$ cat config.mk
export PLATFORM = sky130hd
export DESIGN_NAME = irq_requester
export DESIGN_NICKNAME = d
export VERILOG_FILES = /design/src/rtl/irq_level_pkg.sv /design/src/rtl/irq_level_reg.sv /design/src/rtl/irq_line_decode.sv /design/src/rtl/irq_requester.sv
export SDC_FILE = /design/constraint.sdc
export NUM_CORES = 1
export LEC_CHECK = 0
export ABC_AREA = 1
export BUFFER_PORTS_ARGS = -buffer_cell sky130_fd_sc_hd__buf_2
export CAP_MARGIN = 20
export CORE_AREA = 2 2 39 41
export CTS_CLUSTER_DIAMETER = 40
export DETAILED_ROUTE_END_ITERATION = 8
export DIE_AREA = 0 0 41 43
export SYNTH_ARGS = -nofsm -noshare
export SYNTH_HDL_FRONTEND = slang
export SYNTH_SLANG_ARGS = --single-unit
$ cat constraint.sdc
create_clock -name clk -period 0.8 [get_ports clk]
set_input_delay 0.16 -clock clk [delete_from_list [all_inputs] [get_ports clk]]
set_output_delay 0.16 -clock clk [all_outputs]
set_load 0.005 [all_outputs]
$ cat src/rtl/irq_level_pkg.sv
package irq_level_pkg;

  // What the level register does on the coming clock edge.
  typedef enum logic [1:0] {
    UPD_HOLD  = 2'd0,
    UPD_LOAD  = 2'd1,
    UPD_CLEAR = 2'd2
  } upd_e;

  // A clear always takes precedence over a software load.
  function automatic upd_e pick_update(logic wr, logic clr);
    if (clr)     return UPD_CLEAR;
    else if (wr) return UPD_LOAD;
    else         return UPD_HOLD;
  endfunction

endpackage

$ cat src/rtl/irq_level_reg.sv
module irq_level_reg
  import irq_level_pkg::*;
#(
  parameter int unsigned LVL_W = 3
) (
  input  logic             clk,
  input  logic             rst_n,
  input  upd_e             upd,
  input  logic [LVL_W-1:0] load_val,
  output logic [LVL_W-1:0] level_q
);

  always_ff @(posedge clk or negedge rst_n) begin
    if (!rst_n) begin
      level_q <= '0;
    end else begin
      unique case (upd)
        UPD_LOAD:  level_q <= load_val;
        UPD_CLEAR: level_q <= '0;
        default:   level_q <= level_q;
      endcase
    end
  end

endmodule

$ cat src/rtl/irq_line_decode.sv
module irq_line_decode #(
  parameter int unsigned NUM_LINES = 7,
  parameter int unsigned LVL_W     = 3
) (
  input  logic [LVL_W-1:0]     level,
  output logic [NUM_LINES-1:0] line_n
);

  // Line k+1 is pulled low only when the level selects it.
  for (genvar k = 0; k < NUM_LINES; k++) begin : g_line
    localparam logic [LVL_W-1:0] SEL = LVL_W'(k + 1);
    assign line_n[k] = (level != SEL);
  end

endmodule

$ cat src/rtl/irq_requester.sv
module irq_requester
  import irq_level_pkg::*;
#(
  parameter int unsigned NUM_LINES = 7,
  localparam int unsigned LVL_W    = $clog2(NUM_LINES + 1)
) (
  input  logic                 clk,
  input  logic                 rst_n,
  input  logic                 wr_en,
  input  logic [LVL_W-1:0]     wr_level,
  input  logic                 iack,
  input  logic                 soft_rst,
  output logic [NUM_LINES-1:0] irq_n,
  output logic [LVL_W-1:0]     level_rd
);

  logic             clear_evt;
  upd_e             upd;
  logic [LVL_W-1:0] level_q;

  assign clear_evt = iack | soft_rst;
  assign upd       = pick_update(wr_en, clear_evt);

  irq_level_reg #(.LVL_W(LVL_W)) u_reg (
    .clk      (clk),
    .rst_n    (rst_n),
    .upd      (upd),
    .load_val (wr_level),
    .level_q  (level_q)
  );

  irq_line_decode #(.NUM_LINES(NUM_LINES), .LVL_W(LVL_W)) u_dec (
    .level  (level_q),
    .line_n (irq_n)
  );

  assign level_rd = level_q;

endmodule

==> metrics.cfg <==
[setup_path]
cp_max_fo = 6
critPathRequiredTime_ps = 640
worstSetupPathType = register to primary output
worstPathArrival_ps = 960
r2r_cells = 5
critPathSlowestCell = dfrtp_2
crit_path_end_kind = primary output
start_kind = register
crit_path_max_incr_delay_ps = 450
cp_cell_sequence = inv_4 > nand3_2 > buf_6

[yosys]
async_flop_share_pct = 100.0
synth_flop_cell = dfrtp_1
ys_seq_area_share_pct = 39.74
yosysWarnings = 0
synth_area_leader_cell = dfrtp_1
synth_common_cells = nand3_1 (7), nand2_1 (6), inv_2 (4)
synth_top_area_share_pct = 39.74
ys_types = 7
ys_top_cells_by_area = dfrtp_1 (40%), nand3_1 (19%), nand2_1 (12%), nor2_2 (9.9%), inv_2 (7.9%)
netlist_instances = 27
synth_most_common_cell = nand3_1
syn_nets = 35
ys_seq_elements = 3
synth_edf_count = 0
syn_avg_cell_area_um2 = 6.997
netlist_area_um2 = 188.9

[grt]
grt-ovfl-total = 0
grt_antenna_before_repair = 0
grt_pass1_vias = 221
grtUsageTotal_pct = 8.543
grt_max_degree = 7
grt_pass1_wl_um = 917

[power_and_ir_drop]
switching_share_pct = 25.43
p_seq_share_pct = 31.6
power_density_nw_per_um2 = 1313
internal_power_mw = 0.4091
ir_worst_vdd_uv = 460.8
p_leak_nw = 0.1881
power_frac_comb_pct = 20.7
power.share.clock_pct = 47.8
power.switching_mw = 0.1396

[clocking]
insertion_delay_ps = 230
clock_path_buffers = 2
cts.sinks = 3
cts_tree = done
htree_levels = 1
root_buffer = clkbuf_4
path_clk_slew_ps = 40
cts_buffers = 3

[worst_hold_path]
hold_path_depth = 3
hold_class = input port to register

[die]
start_util_pct = 13.65
placeableCoreArea_um2 = 1384
die_y_um = 43
dieArea_um2 = 1763
io_pins = 18
fp.dieW_um = 41
num_rows = 14

[place]
port_buffers = 17
dp_cells = 60
place.gp.congestion = 0.7098
place_area_um2 = 294.0

[timing]
clock.fmax_mhz = 889.4
tightest_slew_ps = 152.9
hold_viol = 0
post-route-period-util_pct = 140.5
setup_slack_ps = -324.3
hold_ws_ps = 155.1
clock-skew-final_ps = 0
setup_viol = 13
slew_viol_final = 0
min_period_ps = 1124
slew_headroom_pct = 89.81
rsz0062_at_grt = yes

[layout]
final_area_um2 = 417.9
stdcell_count = 69
reg.largest.list = u_reg.level_q (3)
largest_register = u_reg.level_q
nFillCells = 161
area_delta_synth_final_pct = 121.2
fin_util_pct = 30.20
diodes = 0
nets = 62
drive_gt1_share_pct = 81.13
largest_reg_flops = 3

[routing]
ant_nets = 0
wire_per_inst_um = 8.304
vias_per_cell = 3.710
firstDrtPassIters = 4
route.detailed.drc = 0
drt_iter0_drc = 1
finalWirelength_um = 573
dr_total_vias = 256

[status]
violations = negative setup slack
status = complete, but fails checks

[job]
maxCapViolCount = 0

==> per-layer routing <==
layer,track usage [%],wire [um],vias up
met2,11.25,289,12
met3,4.712,50,0
met4,8.000,0,0
li1,-,-,135
met5,0,0,-
met1,9.032,233,109
==> area by class of cell <==
type	instances	area, um^2	share of cell area (%)
timing repair buffer	22	148.9	35.63
sequential	3	78.83	18.86
tap	16	20.02	4.790
inverter	4	20.02	4.790
multi-input combinational	20	123.9	29.64
clock buffer	4	26.28	6.287
==> worst paths after layout <==
kind,slack (ps),from,endpoint
setup reg to reg,-70,u_reg.level_q[1],u_reg.level_q[1]
min in group asynchronous,260,rst_n,u_reg.level_q[2]
setup / recovery,-320,u_reg.level_q[0],irq_n[1]
max in group asynchronous,430,rst_n,u_reg.level_q[1]
hold / removal,160,wr_level[2],u_reg.level_q[2]
hold reg to reg,780,u_reg.level_q[2],u_reg.level_q[2]
==> power groups by stage <==
stage	clock, mW	combinational [mW]	sequential [mW]
2_1_floorplan	0	0.0348	0.170
3_3_place_gp	0	0.0749	0.170
3_5_place_dp	0	0.0754	0.172
4_1_cts	0.274	0.0933	0.171
5_1_grt	0.293	0.126	0.174
6_report	0.262	0.113	0.173
==> through the flow <==
| stage | TNS [ps] | power (mW) | setup slack, ps |
|---|---|---|---|
| after detailed placement | -620.4 | 0.2474 | -108.8 |
| after CTS | -2890 | 0.5388 | -326.5 |
| after global routing | -3485 | 0.5928 | -361.1 |
| final | -2987 | 0.5487 | -324.3 |
| after floorplan | 0 | 0.2051 | 48.97 |
| after global placement | -421.7 | 0.2450 | -79.40 |
==> critical path, delay by kind of cell, from the launching register on <==
kind,cells,cell delay [ps]
buffers and inverters,2,210
DFF,1,450
and+or+nand+nor,1,80
==> kinds of logic after synthesis <==
group | Yosys count | synth area share, %
simple gates | 20 | 52.32
buf+inv | 4 | 7.945
flops | 3 | 39.73
==> cells in the final DEF, fill, tap and decap left out, drive strengths merged <==
cell         instances
buf                 21
clkbuf               4
inv                  4
nor2                 7
nand2                6
nand3                7
dlygate4sd3          1
dfrtp                3
==> timing repair <==
item,4_1_cts,5_1_grt
resized for setup,6,12
endpoints found under the hold margin,3,0
pin swaps,1,5
endpoints found under the setup margin,13,13
hold buffers,1,0
buffers inserted,3,1
No activity file was read; power rests on OpenSTA's default activity.
